[config.mk]
export PLATFORM = sky130hd
export DESIGN_NAME = sdram_rd_burst_seq
export DESIGN_NICKNAME = d
export VERILOG_FILES = /design/src/rtl/sdram_rd_pkg.sv /design/src/rtl/sdram_rd_burst_ctl.sv /design/src/rtl/sdram_rd_col_gen.sv /design/src/rtl/sdram_rd_cap_pipe.sv /design/src/rtl/sdram_rd_burst_seq.sv
export SDC_FILE = /design/constraint.sdc
export NUM_CORES = 1
export LEC_CHECK = 0
export BUFFER_PORTS_ARGS = -buffer_cell sky130_fd_sc_hd__buf_2
export CAP_MARGIN = 20
export CORE_MARGIN = 5
export CORE_UTILIZATION = 49
export DETAILED_ROUTE_END_ITERATION = 16
export MAX_ROUTING_LAYER = met4
export PLACE_DENSITY = 0.73
export SYNTH_ARGS = -nofsm -noshare
export SYNTH_HDL_FRONTEND = slang
export SYNTH_SLANG_ARGS = --single-unit
export TNS_END_PERCENT = 1
[constraint.sdc]
create_clock -name clk -period 2.7 [get_ports clk]
set_clock_uncertainty 0.15 [all_clocks]
set_input_delay 0.675 -clock clk [delete_from_list [all_inputs] [get_ports clk]]
set_output_delay 0.675 -clock clk [all_outputs]
set_load 0.05 [all_outputs]
[src/rtl/sdram_rd_pkg.sv]
package sdram_rd_pkg;

    // Burst settings latched with each read.
    typedef struct packed {
        logic       full;      // full-page burst
        logic [1:0] len_log2;  // fixed length = 1 << len_log2
        logic       intlv;     // interleaved order (fixed lengths only)
    } burst_mode_t;

    function automatic burst_mode_t decode_mode(input logic [2:0] sel, input logic intlv);
        burst_mode_t m;
        m.full     = sel[2];
        m.len_log2 = sel[1:0];
        m.intlv    = intlv & ~sel[2];
        return m;
    endfunction

endpackage

[src/rtl/sdram_rd_burst_ctl.sv]
module sdram_rd_burst_ctl
    import sdram_rd_pkg::*;
#(
    parameter int COL_W  = 8,
    parameter int BANK_W = 2,
    parameter int CL_W   = 2,
    parameter int MIN_CL = 2,
    parameter int MAX_CL = 3
) (
    input  logic              clk,
    input  logic              rst_n,
    input  logic              rd_cmd,
    input  logic              burst_stop,
    input  logic [BANK_W-1:0] rd_bank,
    input  logic [COL_W-1:0]  rd_col,
    input  logic [2:0]        bl_sel,
    input  logic              intlv_mode,
    input  logic [CL_W-1:0]   cas_lat,
    output logic              act,
    output logic [COL_W-1:0]  cnt,
    output logic [COL_W-1:0]  start,
    output logic [BANK_W-1:0] bank,
    output burst_mode_t       mode,
    output logic [CL_W-1:0]   cl
);

    localparam logic [CL_W-1:0] CL_LO = CL_W'(MIN_CL);
    localparam logic [CL_W-1:0] CL_HI = CL_W'(MAX_CL);

    typedef struct packed {
        logic              act;
        logic [COL_W-1:0]  cnt;
        logic [COL_W-1:0]  start;
        logic [BANK_W-1:0] bank;
        burst_mode_t       mode;
        logic [CL_W-1:0]   cl;
    } st_t;

    st_t st_d, st_q;
    logic [COL_W-1:0] last_idx;
    logic [CL_W-1:0]  cl_clamped;

    always_comb begin
        last_idx = (COL_W'(1) << st_q.mode.len_log2) - COL_W'(1);
        if (cas_lat < CL_LO)      cl_clamped = CL_LO;
        else if (cas_lat > CL_HI) cl_clamped = CL_HI;
        else                      cl_clamped = cas_lat;

        st_d = st_q;
        if (rd_cmd) begin
            st_d.act   = 1'b1;
            st_d.cnt   = '0;
            st_d.start = rd_col;
            st_d.bank  = rd_bank;
            st_d.mode  = decode_mode(bl_sel, intlv_mode);
            st_d.cl    = cl_clamped;
        end else if (burst_stop) begin
            st_d.act = 1'b0;
        end else if (st_q.act) begin
            if (!st_q.mode.full && st_q.cnt == last_idx) begin
                st_d.act = 1'b0;
            end else begin
                st_d.cnt = st_q.cnt + COL_W'(1);
            end
        end
    end

    always_ff @(posedge clk or negedge rst_n) begin
        if (!rst_n) begin
            st_q <= '{act: 1'b0, cnt: '0, start: '0, bank: '0,
                      mode: '0, cl: CL_LO};
        end else begin
            st_q <= st_d;
        end
    end

    assign act   = st_q.act;
    assign cnt   = st_q.cnt;
    assign start = st_q.start;
    assign bank  = st_q.bank;
    assign mode  = st_q.mode;
    assign cl    = st_q.cl;

    AST_LEN_BOUND: assert property (@(posedge clk) disable iff (!rst_n)
        (act && !mode.full) |-> (cnt <= last_idx));

    AST_IDLE_STAYS: assert property (@(posedge clk) disable iff (!rst_n)
        (!act && !rd_cmd) |=> !act);

    AST_STOP_HALTS: assert property (@(posedge clk) disable iff (!rst_n)
        (burst_stop && !rd_cmd) |=> !act);

    AST_READ_RESTARTS: assert property (@(posedge clk) disable iff (!rst_n)
        rd_cmd |=> (act && cnt == '0 && start == $past(rd_col)));

endmodule

[src/rtl/sdram_rd_col_gen.sv]
module sdram_rd_col_gen
    import sdram_rd_pkg::*;
#(
    parameter int COL_W = 8
) (
    input  logic [COL_W-1:0] cnt,
    input  logic [COL_W-1:0] start,
    input  burst_mode_t      mode,
    output logic [COL_W-1:0] col
);

    logic [COL_W-1:0] blk_mask;
    logic [COL_W-1:0] lin_col;
    logic [COL_W-1:0] xor_col;
    logic [COL_W-1:0] low_part;

    always_comb begin
        blk_mask = (COL_W'(1) << mode.len_log2) - COL_W'(1);
        lin_col  = start + cnt;
        xor_col  = start ^ cnt;
        low_part = mode.intlv ? xor_col : lin_col;
        if (mode.full) begin
            col = lin_col;
        end else begin
            col = (start & ~blk_mask) | (low_part & blk_mask);
        end
    end

endmodule

[src/rtl/sdram_rd_cap_pipe.sv]
module sdram_rd_cap_pipe #(
    parameter int DW     = 16,
    parameter int COL_W  = 8,
    parameter int BANK_W = 2,
    parameter int CL_W   = 2,
    parameter int MAX_CL = 3
) (
    input  logic              clk,
    input  logic              rst_n,
    input  logic              in_vld,
    input  logic [COL_W-1:0]  in_col,
    input  logic [BANK_W-1:0] in_bank,
    input  logic [CL_W-1:0]   cl,
    input  logic [DW-1:0]     dq_in,
    output logic              out_vld,
    output logic [DW-1:0]     out_data,
    output logic [COL_W-1:0]  out_col,
    output logic [BANK_W-1:0] out_bank
);

    localparam int NS    = MAX_CL - 1;
    localparam int TAP_W = (NS > 1) ? $clog2(NS) : 1;

    typedef struct packed {
        logic              vld;
        logic [COL_W-1:0]  col;
        logic [BANK_W-1:0] bank;
    } ent_t;

    typedef struct packed {
        ent_t [NS-1:0]     stg;
        logic              vld;
        logic [DW-1:0]     data;
        logic [COL_W-1:0]  col;
        logic [BANK_W-1:0] bank;
    } st_t;

    st_t  st_d, st_q;
    ent_t tap_e;
    logic [TAP_W-1:0] tap_idx;

    assign tap_idx = TAP_W'(cl - CL_W'(2));

    always_comb begin
        st_d            = st_q;
        st_d.stg[0].vld  = in_vld;
        st_d.stg[0].col  = in_col;
        st_d.stg[0].bank = in_bank;
        for (int i = 1; i < NS; i++) begin
            st_d.stg[i] = st_q.stg[i-1];
        end
        tap_e    = st_q.stg[tap_idx];
        st_d.vld = tap_e.vld;
        if (tap_e.vld) begin
            st_d.data = dq_in;
            st_d.col  = tap_e.col;
            st_d.bank = tap_e.bank;
        end
    end

    always_ff @(posedge clk or negedge rst_n) begin
        if (!rst_n) begin
            st_q <= '0;
        end else begin
            st_q <= st_d;
        end
    end

    assign out_vld  = st_q.vld;
    assign out_data = st_q.data;
    assign out_col  = st_q.col;
    assign out_bank = st_q.bank;

    AST_CL2_DELAY: assert property (@(posedge clk) disable iff (!rst_n)
        (out_vld && cl == CL_W'(2)) |-> $past(in_vld, 2));

    AST_CL3_DELAY: assert property (@(posedge clk) disable iff (!rst_n)
        (out_vld && cl == CL_W'(3)) |-> $past(in_vld, 3));

    AST_HOLD_IDLE: assert property (@(posedge clk) disable iff (!rst_n)
        !out_vld |-> $stable(out_data));

endmodule

[src/rtl/sdram_rd_burst_seq.sv]
module sdram_rd_burst_seq
    import sdram_rd_pkg::*;
#(
    parameter int DW     = 16,
    parameter int COL_W  = 8,
    parameter int BANK_W = 2,
    parameter int CL_W   = 2,
    parameter int MAX_CL = 3
) (
    input  logic              clk,
    input  logic              rst_n,
    input  logic              rd_cmd,
    input  logic [BANK_W-1:0] rd_bank,
    input  logic [COL_W-1:0]  rd_col,
    input  logic              burst_stop,
    input  logic [2:0]        bl_sel,
    input  logic              intlv_mode,
    input  logic [CL_W-1:0]   cas_lat,
    input  logic [DW-1:0]     dq_in,
    output logic              col_vld,
    output logic [COL_W-1:0]  col_addr,
    output logic [BANK_W-1:0] col_bank,
    output logic              data_vld,
    output logic [DW-1:0]     data_out,
    output logic [COL_W-1:0]  data_col,
    output logic [BANK_W-1:0] data_bank
);

    localparam int MIN_CL = 2;

    logic              b_act;
    logic [COL_W-1:0]  b_cnt;
    logic [COL_W-1:0]  b_start;
    logic [BANK_W-1:0] b_bank;
    burst_mode_t       b_mode;
    logic [CL_W-1:0]   b_cl;
    logic [COL_W-1:0]  b_col;

    sdram_rd_burst_ctl #(
        .COL_W  (COL_W),
        .BANK_W (BANK_W),
        .CL_W   (CL_W),
        .MIN_CL (MIN_CL),
        .MAX_CL (MAX_CL)
    ) u_ctl (
        .clk        (clk),
        .rst_n      (rst_n),
        .rd_cmd     (rd_cmd),
        .burst_stop (burst_stop),
        .rd_bank    (rd_bank),
        .rd_col     (rd_col),
        .bl_sel     (bl_sel),
        .intlv_mode (intlv_mode),
        .cas_lat    (cas_lat),
        .act        (b_act),
        .cnt        (b_cnt),
        .start      (b_start),
        .bank       (b_bank),
        .mode       (b_mode),
        .cl         (b_cl)
    );

    sdram_rd_col_gen #(
        .COL_W (COL_W)
    ) u_col (
        .cnt   (b_cnt),
        .start (b_start),
        .mode  (b_mode),
        .col   (b_col)
    );

    sdram_rd_cap_pipe #(
        .DW     (DW),
        .COL_W  (COL_W),
        .BANK_W (BANK_W),
        .CL_W   (CL_W),
        .MAX_CL (MAX_CL)
    ) u_pipe (
        .clk      (clk),
        .rst_n    (rst_n),
        .in_vld   (b_act),
        .in_col   (b_col),
        .in_bank  (b_bank),
        .cl       (b_cl),
        .dq_in    (dq_in),
        .out_vld  (data_vld),
        .out_data (data_out),
        .out_col  (data_col),
        .out_bank (data_bank)
    );

    assign col_vld  = b_act;
    assign col_addr = b_col;
    assign col_bank = b_bank;

    AST_FULL_STEP: assert property (@(posedge clk) disable iff (!rst_n)
        (col_vld && b_mode.full && $past(col_vld) && !$past(rd_cmd))
        |-> (col_addr == $past(col_addr) + COL_W'(1)));

endmodule

==> results of run 1 <==
[logic make-up after synthesis]
group,share of synthesized area [%]
XOR/XNOR,1.46
buffers and inverters,10.1
AO/OA/AOI/OAI,11.1
adder cells (fa/ha/maj),3.69
flip-flops,50.8
multiplexers,12.8
AND/OR/NAND/NOR,9.89
[registers in the layout (all words and copies together) (netlist names)]
signal           count
u_pipe.st_d         11
u_ctl.act            1
u_pipe.out_bank      2
u_ctl.cnt            8
u_ctl.start          8
u_pipe.out_data     16
u_ctl.cl             1
u_ctl.bank           2
u_pipe.out_vld       1
u_pipe.st_q         11
u_pipe.out_col       8
u_ctl.mode           4
[worst max-delay path, stage by stage (launching register included)]
cell and delay (ns):
dfrtp_1 0.40, ha_4 0.15, inv_2 0.03, fa_2 0.34
nor2b_2 0.14, buf_4 0.12, o21a_1 0.11, nor2_1 0.05
xnor2_1 0.12, mux2_2 0.29, buf_6 0.16
[layout by cell type (no fill, tap or decap), drive strengths merged, types with 2 or more instances in the layout]
cell	netlist	final
a41oi	2	2
bufinv	0	2
or4	4	4
mux2i	12	12
ha	9	9
buf	42	96
clkinv	0	3
inv	12	14
o21a	3	3
a211oi	4	4
o22ai	2	2
a21oi	12	12
o21ai	24	24
xnor2	6	6
nor3b	2	2
mux2	30	30
nor2b	5	5
nor2	6	6
nand2	21	21
clkbuf	6	10
dfrtp	73	73
nand4	4	4
nor3	9	9
a21o	2	2
nand3	7	7
o211ai	3	3
nand2b	3	3
[final cells by class]
class / count / area [um^2]
Fill cell: 627 / 2910
Sequential cell: 73 / 1830
Multi-Input combinational cell: 186 / 1490
Timing Repair Buffer: 97 / 592
Clock buffer: 9 / 124
Tap cell: 99 / 124
Clock inverter: 7 / 103
Inverter: 12 / 45.0
[power by group through the flow]
stage	Sequential [mW]	Clock, mW	Combinational (mW)
5_1_grt	1.39	1.03	1.22
3_3_place_gp	1.37	0	1.05
4_1_cts	1.37	0.981	1.13
6_report	1.36	0.960	1.14
3_5_place_dp	1.39	0	1.08
2_1_floorplan	1.39	0	0.914
[metal layers]
layer	vias to the layer above	global-route usage, %	wire length, um
met2	86	27.1	3470
met3	13	4.10	533
li1	1211	-	-
met4	0	7.82	161
met5	-	-	0
met1	1208	21.8	2970
[synth_stat cells (all sizes together), types with 3 or more instances]
master | n | share of area, %
a211oi | 4 | 0.84
a21oi | 12 | 1.8
buf | 42 | 8.3
clkbuf | 6 | 0.63
dfrtp | 73 | 51
ha | 9 | 3.1
inv | 12 | 1.3
mux2 | 30 | 9.4
mux2i | 12 | 3.4
nand2 | 21 | 2.4
nand2b | 3 | 0.52
nand3 | 7 | 0.97
nand4 | 4 | 0.70
nor2 | 6 | 0.84
nor2b | 5 | 0.87
nor3 | 9 | 1.3
o211ai | 3 | 0.63
o21a | 3 | 0.63
o21ai | 24 | 3.3
or4 | 4 | 0.97
xnor2 | 6 | 1.5
[timing repair]
action | 4_1_cts | 5_1_grt
pin swaps | 3 | 2
setup endpoints to repair | 7 | 8
gates cloned | 0 | 0
gates resized for setup | 18 | 9
[stage by stage]
stage,hold slack (ns),setup WS (ns)
floorplan,0.203,-0.0406
global placement,0.211,-0.0902
detailed placement,0.216,-0.184
CTS,0.229,-0.464
global route,0.250,-0.484
finish,0.224,-0.366
[final timing paths]
path	endpoint	slack, ns	from	cells past startpoint
max in group asynchronous	u_pipe.out_data[1]$_DFFE_PN0P_	1.49	rst_n	2
worst max-delay path	col_addr[4]	-0.37	u_ctl.start[0]$_DFFE_PN0P_	10
min in group clk	u_pipe.st_q[41]$_DFF_PN0_	0.23	u_pipe.st_d[41]$_DFF_PN0_	0
worst max register to register	u_ctl.cnt[2]$_DFFE_PN0P_	0.49	u_ctl.mode[1]$_DFFE_PN0P_	8
worst min-delay path	u_pipe.st_d[42]$_DFF_PN0_	0.22	rst_n	1
worst min register to register	u_pipe.st_q[41]$_DFF_PN0_	0.23	u_pipe.st_d[41]$_DFF_PN0_	0
==> summary.md, run 1 <==
| Metric | Value |
|---|---|
| Status | `finished with violations` |
| Failing checks | `negative setup slack` |
| Logic pwr share | `32.9%` |
| NumNets Final | `approximately 430` |
| Total Power | `between 3 and 4 mW` |
| Final worst-path cycle share | `114%` |
| HPWL Detailed | `around 5300 um` |
| Critical path class | `flop to output port` |
| PwrDens | `between 800 and 900 nW/um^2` |
| Count of buffers inserted at the top-level ports | `73` |
| Die Area | `9150 um^2` |
| CP Launch Type | `flop` |
| Final setup violation count | `6` |
| Worst slew margin | `a little over half` |
| Clock Tree Buf Depth | `2` |
| DRT Pass-1 Iters | `4` |
| RSZ-0062 raised after global routing | `true` |
| Worst setup margin | `-0.366 ns` |
| Routed Antenna Nets | `0` |
| HP Class | `input pin to async pin` |
| CP required | `between 1.5 and 2 ns` |
| Initial DRC Count | `slightly above 60` |
| Clock-pin slew on the worst setup and hold paths | `0.09 ns` |
| CTS tree | `done` |
| RD Place Congestion | `around 0.91` |
| Post-Syn Area | `3590 um^2` |
| Internal Pwr Total | `between 2 and 2.5 mW` |
| First-pass GRT wire length | `about 12000 um` |
| Sink Count | `73` |
| Core Rows | `31` |
| Die width | `about 96 um` |
| IO Pins | `74` |
| Netlist cell types | `49` |
| Clock root cell | `clkbuf_8` |
| Placed inst area | `between 3000 and 4000 um^2` |
| Largest net degree at the start of global routing | `59` |
| Routed vias/inst | `around 5.2` |
| Initial Utilization | `49.8%` |
| Crit end category | `output port` |
| Number of synthesized flops with an enable pin | `0` |
| Diodes inserted | `0` |
| Clock power frac | `about 28%` |
| Endpoints failing hold | `0` |
| Max-cap violations | `0` |
| Syn. warnings | `0` |
| P_leak | `1.95 nW` |
| Max H-tree Level | `3` |
| Asr flop ratio synth | `100%` |
| Core Region | `7210 um^2` |
| WP data arrival | `approximately 2.2 ns` |
| Remaining DRCs | `0` |
| Antenna violations before repair | `0` |
| Post-Synthesis Mean Instance Area | `between 10 and 15 um^2` |
| Syn Inst Count | `about 320` |
| Hold buffer count at CTS | `0` |
| Gr usage total | `between 10% and 20%` |
| Seq/Total Area, Yosys | `between 50% and 60%` |
| Worst skew pair latency | `about 0.35 ns` |
| Postcts setup bufs | `0` |
| Area Overhead vs Synth | `19.8%` |
| Final worst path period need | `roughly 3 ns` |
| Sw Ratio | `~37%` |
| Routed len/inst | `14.8 um` |
| CP max FO | `2` |
| Cts bufs inserted | `9` |
| Fin. max-slew vios | `0` |
| Post-Route WL | `between 7000 and 8000 um` |
| Primary FF master, synth | `dfrtp_1` |
| Share of cells above drive strength 1 | `a little over two fifths` |
| Final std cells w/o fill | `about 480` |
| Maximum vdd drop | `0.320 mV` |
| GR Overflow Total | `0` |
| Measured slew at the worst slew-check pin | `0.702 ns` |
| Number of global-route vias before repair | `roughly 2.5k` |
| Die Height | `95.6 um` |
| NetSw | `between 1 and 1.5 mW` |
| Proportion of power drawn by flip-flops and latches | `slightly below 40%` |
| Post-route design area | `roughly 4300 um^2` |
| Synthesized Nets | `365` |
| Final core occ | `between 50% and 60%` |
| Setup_tns | `-1.35 ns` |
| Via count | `2518` |
| Fmax | `326 MHz` |
| Placed Cells | `467` |
| Flops & latches, synth | `73` |
(Power assumes the default switching activity.)
==> run 2, diff against run 1 <==
--- a/config.mk
+++ b/config.mk
@@ -8,10 +8,10 @@
 export BUFFER_PORTS_ARGS = -buffer_cell sky130_fd_sc_hd__buf_2
 export CAP_MARGIN = 20
 export CORE_MARGIN = 5
-export CORE_UTILIZATION = 49
+export CORE_UTILIZATION = 50
 export DETAILED_ROUTE_END_ITERATION = 16
 export MAX_ROUTING_LAYER = met4
-export PLACE_DENSITY = 0.73
+export PLACE_DENSITY = 0.72
 export SYNTH_ARGS = -nofsm -noshare
 export SYNTH_HDL_FRONTEND = slang
 export SYNTH_SLANG_ARGS = --single-unit
==> constraint.sdc (replaced) <==
create_clock -name clk -period 3.2 [get_ports clk]
set_clock_uncertainty 0.15 [all_clocks]
set_input_delay 0.8 -clock clk [delete_from_list [all_inputs] [get_ports clk]]
set_output_delay 0.8 -clock clk [all_outputs]
set_load 0.05 [all_outputs]
==> run 2 against run 1 <==
The flow still finishes with violations (negative setup slack). Non-clock buffer count fell by 11. Cell count is 2.3% lower. Register-to-register slack improved by 0.43 ns. Global-route usage increased by 0.12 points. Utilization shrank 1.7 points. Power shrank 19%.
==> summary.md, run 2 (same netlist as run 1, synthesis figures left out) <==
| Metric | Value |
|---|---|
| P_leak | `1.88 nW (was 1.95 nW)` |
| Crit end category | `output port (unchanged)` |
| IO Pins | `74 (unchanged)` |
| Worst slew margin | `41.5% (was 53.2%)` |
| Clock-pin slew on the worst setup and hold paths | `0.08 ns (was 0.09 ns)` |
| Worst setup margin | `-0.103 ns (was -0.366 ns)` |
| Initial Utilization | `50.4% (was 49.8%)` |
| Core Region | `7140 um^2 (was 7210 um^2)` |
| Largest net degree at the start of global routing | `74 (was 59)` |
| PwrDens | `678 nW/um^2 (was 804 nW/um^2)` |
| Proportion of power drawn by flip-flops and latches | `41.0% (was 39.4%)` |
| Area Overhead vs Synth | `15.1% (was 19.8%)` |
| Hold path depth | `0` |
| Remaining DRCs | `0 (unchanged)` |
| Sw Ratio | `38.1% (was 37.1%)` |
| Clock Tree Buf Depth | `2 (unchanged)` |
| DRT Pass-1 Iters | `4 (unchanged)` |
| Number of global-route vias before repair | `2520 (was 2495)` |
| Clock power frac | `27.0% (was 27.8%)` |
| CTS tree | `done (unchanged)` |
| Maximum vdd drop | `0.284 mV (was 0.320 mV)` |
| Placed inst area | `3840 um^2 (was 3970 um^2)` |
| Routed Antenna Nets | `0 (unchanged)` |
| Worst R2R Setup Slack | `0.92 ns (was 0.49 ns)` |
| Routed vias/inst | `5.24 (was 5.21)` |
| RSZ-0062 raised after global routing | `true (unchanged)` |
| Routed len/inst | `14.9 um (was 14.8 um)` |
| Final std cells w/o fill | `472 (was 483)` |
| Core Rows | `31 (unchanged)` |
| Worst Hold End | `u_pipe.st_q[40]$_DFF_PN0_` |
| Max H-tree Level | `3 (unchanged)` |
| Measured slew at the worst slew-check pin | `0.878 ns (was 0.702 ns)` |
| Placed Cells | `452 (was 467)` |
| CP max FO | `2 (unchanged)` |
| Max-cap violations | `0 (unchanged)` |
| Fillers | `647 (was 627)` |
| Reg2Reg Depth | `8 (unchanged)` |
| Via count | `2472 (was 2518)` |
| Status | `finished with violations (unchanged)` |
| CP Launch Type | `flop (unchanged)` |
| RD Place Congestion | `0.861 (was 0.909)` |
| WP data arrival | `2.35 ns (was 2.24 ns)` |
| Sink Count | `73 (unchanged)` |
| Worst r2r src | `u_ctl.mode[1]$_DFFE_PN0P_ (unchanged)` |
| Die Height | `94.8 um (was 95.6 um)` |
| Post-route design area | `4140 um^2 (was 4300 um^2)` |
| NetSw | `1.07 mW (was 1.28 mW)` |
| Gr usage total | `17.6% (was 17.5%)` |
| NumNets Final | `414 (was 425)` |
| Hold buffer count at CTS | `0 (unchanged)` |
| HP Start | `u_pipe.st_d[40]$_DFF_PN0_` |
| HPWL Detailed | `5030 um (was 5310 um)` |
| Final setup violation count | `3 (was 6)` |
| Count of buffers inserted at the top-level ports | `73 (unchanged)` |
| Critical path class | `flop to output port (unchanged)` |
| Final worst-path cycle share | `103%` |
| Commonest non-fill, non-tap cell in the layout | `dfrtp_1 (unchanged)` |
| Initial DRC Count | `71 (was 62)` |
| Die Area | `8980 um^2 (was 9150 um^2)` |
| HP Class | `flop to flop (was input pin to async pin)` |
| Logic pwr share | `31.9% (was 32.9%)` |
| Largest register FFs | `16 (unchanged)` |
| GR Overflow Total | `0 (unchanged)` |
| CP required | `2.25 ns (was 1.88 ns)` |
| Die width | `94.8 um (was 95.6 um)` |
| Fmax | `approximately 300 MHz` |
| Reg2reg end | `u_ctl.cnt[0]$_DFFE_PN0P_ (was u_ctl.cnt[2]$_DFFE_PN0P_)` |
| Total Power | `2.81 mW (was 3.46 mW)` |
| Fin. max-slew vios | `0 (unchanged)` |
| First-pass GRT wire length | `11700 um (was 11800 um)` |
| Cts bufs inserted | `9 (unchanged)` |
| Worst skew pair latency | `0.35 ns (about the same)` |
| Share of cells above drive strength 1 | `40.2% (was 42.7%)` |
| Clock root cell | `clkbuf_8 (unchanged)` |
| Internal Pwr Total | `1.74 mW (was 2.18 mW)` |
| Post-Route WL | `7020 um (was 7130 um)` |
| Antenna violations before repair | `0 (unchanged)` |
| Final worst path period need | `~3.3 ns` |
| Diodes inserted | `0 (unchanged)` |
| Failing checks | `negative setup slack (unchanged)` |
| Highest-count cells in the layout ignoring fill and taps | `72 x dfrtp_1, 66 x buf_2, 30 x mux2_2 (was 72 x dfrtp_1, 65 x buf_2, 30 x mux2_2)` |
| Endpoints failing hold | `0 (unchanged)` |
[run 2: cell count changes in the layout (fill, tap and decap cells not counted), moves of 2 or more]
cell,delta
clkinv_4,-2
inv_6,+3
buf_4,-8
buf_6,-4
[run 2: worst max path at each step]
stage | slack (ns) | end | from
floorplan | 0.16 | col_addr[6] | u_ctl.cnt[0]$_DFFE_PN0P_
global placement | 0.17 | col_addr[6] | u_ctl.start[0]$_DFFE_PN0P_
detailed placement | 0.09 | col_addr[6] | u_ctl.start[0]$_DFFE_PN0P_
CTS | -0.13 | col_addr[6] | u_ctl.cnt[0]$_DFFE_PN0P_
global route | -0.25 | col_addr[6] | u_ctl.cnt[0]$_DFFE_PN0P_
finish | -0.10 | col_addr[4] | u_ctl.cnt[0]$_DFFE_PN0P_
[run 2: critical path: stages, from the launching register on]
cell	delay, ns
dfrtp_1	0.36
ha_2	0.20
inv_2	0.04
fa_2	0.34
nor2b_2	0.14
buf_4	0.11
buf_4	0.10
o21a_1	0.10
nor2_1	0.04
xnor2_1	0.12
mux2_2	0.29
buf_6	0.16
[run 2: metal layers]
layer  up-vias  track usage, %  share of wire (%)
met4         0            7.21                1.7
met1      1187            21.0                 43
met3        11            5.50                6.8
met5         -               -                  0
li1       1192               -                  -
met2        82            27.6                 48
[run 2: through the flow]
stage,util (%),TNS (ns),hold slack [ns],setup slack [ns]
final,58.0,-0.220,0.229,-0.103
after global placement,53.8,0,0.211,0.172
after CTS,57.4,-0.167,0.228,-0.129
after detailed placement,53.8,0,0.215,0.0938
after global routing,58.0,-0.707,0.233,-0.248
after floorplan,-,0,0.203,0.156
[run 2: power by group through the flow]
stage / logic, mW / clock network (mW) / registers, mW
2_1_floorplan: 0.768 / 0 / 1.17
3_3_place_gp: 0.850 / 0 / 1.16
3_5_place_dp: 0.867 / 0 / 1.17
4_1_cts: 0.888 / 0.779 / 1.15
5_1_grt: 0.960 / 0.832 / 1.18
6_report: 0.896 / 0.758 / 1.15
[run 2: cell type report]
cell class / count / area (um^2) / share of cell area [%]
repair buffers: 86 / 484 / 11.7
flip-flops and latches: 73 / 1830 / 44.2
clock inverters: 6 / 72.6 / 1.75
inverters: 12 / 45.0 / 1.09
multi-input cells: 186 / 1450 / 34.9
clock buffers: 10 / 138 / 3.33
well taps: 99 / 124 / 2.99
[run 2: timing repair]
action | CTS | global route
pin swaps | 4 | 2
endpoints found under the setup margin | 5 | 6
gates resized for setup | 15 | 7
setup buffers | 2 | 2
==> run 3, diff against run 2 <==
--- a/config.mk
+++ b/config.mk
@@ -8,10 +8,10 @@
 export BUFFER_PORTS_ARGS = -buffer_cell sky130_fd_sc_hd__buf_2
 export CAP_MARGIN = 20
 export CORE_MARGIN = 5
-export CORE_UTILIZATION = 50
+export CORE_UTILIZATION = 25
 export DETAILED_ROUTE_END_ITERATION = 16
 export MAX_ROUTING_LAYER = met4
-export PLACE_DENSITY = 0.72
+export PLACE_DENSITY = 0.44
 export SYNTH_ARGS = -nofsm -noshare
 export SYNTH_HDL_FRONTEND = slang
 export SYNTH_SLANG_ARGS = --single-unit
==> run 3 against run 2 <==
The flow now finishes without violations. Power up 12%. Flip-flop and latch count unchanged. Via count is 2.4% lower. Sequential share of layout area down 3.0 points. Critical path depth is 1 lower. Clock-buffer cell count shrank 1. Global-route usage down 7.5 points. Utilization is 26 points lower. Register-to-register slack improved by 0.05 ns. Wire length increased by 14%. Highest routed layer unchanged. Maximum frequency grew 4.8%. Combinational power is 5.8% higher.
==> summary.md, run 3 (same netlist as run 1, synthesis figures left out) <==
| Metric | Value |
|---|---|
| Slowest CP cell | `dfrtp_1 (unchanged)` |
| Worst r2r src | `u_ctl.mode[1]$_DFFE_PN0P_ (unchanged)` |
| GR Overflow Total | `0 (unchanged)` |
| CP max FO | `2 (unchanged)` |
| Share of cells above drive strength 1 | `41.6% (was 40.2%)` |
| First-pass GRT wire length | `12800 um (was 11700 um)` |
| Count of buffers inserted at the top-level ports | `73 (unchanged)` |
| Final std cells w/o fill | `557 (was 472)` |
| CP required | `2.25 ns (about the same)` |
| Crit end category | `output port (unchanged)` |
| IO Pins | `74 (unchanged)` |
| Die Area | `16900 um^2 (was 8980 um^2)` |
| Status | `finished clean (was finished with violations)` |
| Number of global-route vias before repair | `2527 (was 2520)` |
| CP max stage delay | `0.35 ns (was 0.36 ns)` |
| Fin. max-slew vios | `0 (unchanged)` |
| RD Place Congestion | `0.789 (was 0.861)` |
| Core Rows | `43 (was 31)` |
| Placed Cells | `538 (was 452)` |
| Highest-count cells in the layout ignoring fill and taps | `73 x dfrtp_1, 67 x buf_2, 29 x mux2_2 (was 72 x dfrtp_1, 66 x buf_2, 30 x mux2_2)` |
| Remaining DRCs | `0 (unchanged)` |
| P_leak | `1.96 nW (was 1.88 nW)` |
| Routed Antenna Nets | `0 (unchanged)` |
| HPWL Detailed | `5860 um (was 5030 um)` |
| Final setup violation count | `0 (was 3)` |
| Worst R2R Setup Slack | `0.97 ns (was 0.92 ns)` |
| Largest net degree at the start of global routing | `74 (unchanged)` |
| Initial DRC Count | `90 (was 71)` |
| Post-Route WL | `8010 um (was 7020 um)` |
| HP Class | `flop to flop (unchanged)` |
| Final worst path period need | `3.15 ns (was 3.30 ns)` |
| Worst Hold End | `u_pipe.st_q[43]$_DFF_PN0_ (was u_pipe.st_q[40]$_DFF_PN0_)` |
| Clock Tree Buf Depth | `2 (unchanged)` |
| Gr usage total | `10.1% (was 17.6%)` |
| Critical-path cell list | `ha_2, inv_2, fa_2, nor2b_2, buf_4, o21a_1, nor2_1, xnor2_1, mux2_4, buf_8 (was ha_2, inv_2, fa_2, nor2b_2, buf_4, buf_4, o21a_1, nor2_1, xnor2_1, mux2_2, buf_6)` |
| Diodes inserted | `0 (unchanged)` |
| PwrDens | `709 nW/um^2 (was 678 nW/um^2)` |
| Hold path depth | `0 (unchanged)` |
| Max-cap violations | `0 (unchanged)` |
| DRT Pass-1 Iters | `4 (unchanged)` |
| Via count | `2413 (was 2472)` |
| Routed vias/inst | `4.33 (was 5.24)` |
| Fillers | `1436 (was 647)` |
| Maximum vdd drop | `0.258 mV (was 0.284 mV)` |
| Clock root cell | `clkbuf_16 (was clkbuf_8)` |
| Clock-pin slew on the worst setup and hold paths | `0.06 ns (was 0.08 ns)` |
| RSZ-0062 raised after global routing | `true (unchanged)` |
| Fmax | `317 MHz (was 303 MHz)` |
| Critical path class | `flop to output port (unchanged)` |
| WP data arrival | `2.20 ns (was 2.35 ns)` |
| Worst slew margin | `37.9% (was 41.5%)` |
| Die Height | `130 um (was 94.8 um)` |
| Cts bufs inserted | `9 (unchanged)` |
| CTS tree | `done (unchanged)` |
| Reg2reg end | `u_ctl.cnt[2]$_DFFE_PN0P_ (was u_ctl.cnt[0]$_DFFE_PN0P_)` |
| Sink Count | `73 (unchanged)` |
| Worst skew pair latency | `0.33 ns (was 0.35 ns)` |
| Setup_tns | `0 ns (was -0.220 ns)` |
| Final worst-path cycle share | `98.5% (was 103%)` |
| Measured slew at the worst slew-check pin | `0.932 ns (was 0.878 ns)` |
| Core Region | `14000 um^2 (was 7140 um^2)` |
| CP Launch Type | `flop (unchanged)` |
| Endpoints failing hold | `0 (unchanged)` |
| HP Start | `u_pipe.st_d[43]$_DFF_PN0_ (was u_pipe.st_d[40]$_DFF_PN0_)` |
| Routed len/inst | `14.4 um (was 14.9 um)` |
| Commonest non-fill, non-tap cell in the layout | `dfrtp_1 (unchanged)` |
| Max H-tree Level | `3 (unchanged)` |
| Area Overhead vs Synth | `23.5% (was 15.1%)` |
| Die width | `130 um (was 94.8 um)` |
| Antenna violations before repair | `0 (unchanged)` |
| Initial Utilization | `25.7% (was 50.4%)` |
| Reg2Reg Depth | `8 (unchanged)` |
| NumNets Final | `419 (was 414)` |
| Largest register FFs | `16 (unchanged)` |
run 3: changes by cell type in the layout (fill, tap and decap cells not counted), sizes merged:
cell,delta
clkinv,+4
clkbuf,-2
buf,+6
clkinvlp,-1
bufinv,+1
inv,-4
run 3: worst max path at each step:
stage	cells past startpoint	end	from	slack, ns
finish	10	col_addr[4]	u_ctl.cnt[0]$_DFFE_PN0P_	0.05
global route	10	col_addr[4]	u_ctl.start[0]$_DFFE_PN0P_	-0.06
CTS	9	col_addr[6]	u_ctl.start[0]$_DFFE_PN0P_	-0.12
detailed placement	9	col_addr[7]	u_ctl.cnt[1]$_DFFE_PN0P_	0.03
global placement	9	col_addr[7]	u_ctl.cnt[1]$_DFFE_PN0P_	0.07
floorplan	9	col_addr[6]	u_ctl.cnt[0]$_DFFE_PN0P_	0.16
run 3: routing by layer:
metal / routed length, um / up-vias / global-route usage (%)
met5: 0 / - / -
met4: 121 / 0 / 3.48
met3: 493 / 9 / 3.03
met2: 3720 / 65 / 16.0
met1: 3670 / 1142 / 12.3
li1: - / 1197 / -
run 3: timing repair:
action,CTS,global route
hold buffers,0,0
setup buffers,2,2
pin swaps,4,6
setup endpoints to repair,6,6
resized for setup,16,16
run 3: critical path, delay by kind of cell, from the launching register on:
kind,cells,cell delay [ns]
compound gates,1,0.10
buf+inv,3,0.31
mux,1,0.28
fa+ha+maj,2,0.53
flops,1,0.35
simple gates,2,0.17
xor+xnor,1,0.12
run 3: report_power, final:
part | switching (mW) | total, mW | internal, mW
clock | 0.375 | 1.05 | 0.675
combinational | 0.646 | 0.948 | 0.301
sequential | 0.0751 | 1.15 | 1.07
run 3: area by class of cell:
type,instances,area [um^2],share of cell area [%]
clock buffers,9,225,5.07
clock inverters,6,83.8,1.89
inverters,12,45.0,1.01
multi-input cells,186,1500,33.7
flip-flops and latches,73,1830,41.2
well taps,180,225,5.07
repair buffers,91,534,12.0
run 3: stage by stage:
stage          utilization (%)  worst slack (ns)  hold WS, ns  total power, mW  cell area, um^2
3_3_place_gp              28.5            0.0728        0.211             2.06             3980
3_5_place_dp              28.5            0.0251        0.218             2.07             3980
5_1_grt                   31.7           -0.0567        0.241             3.31             4440
2_1_floorplan                -             0.156        0.203             1.93             3590
4_1_cts                   31.1            -0.123        0.231             3.18             4360
6_report                  31.7            0.0481        0.225             3.15             4440
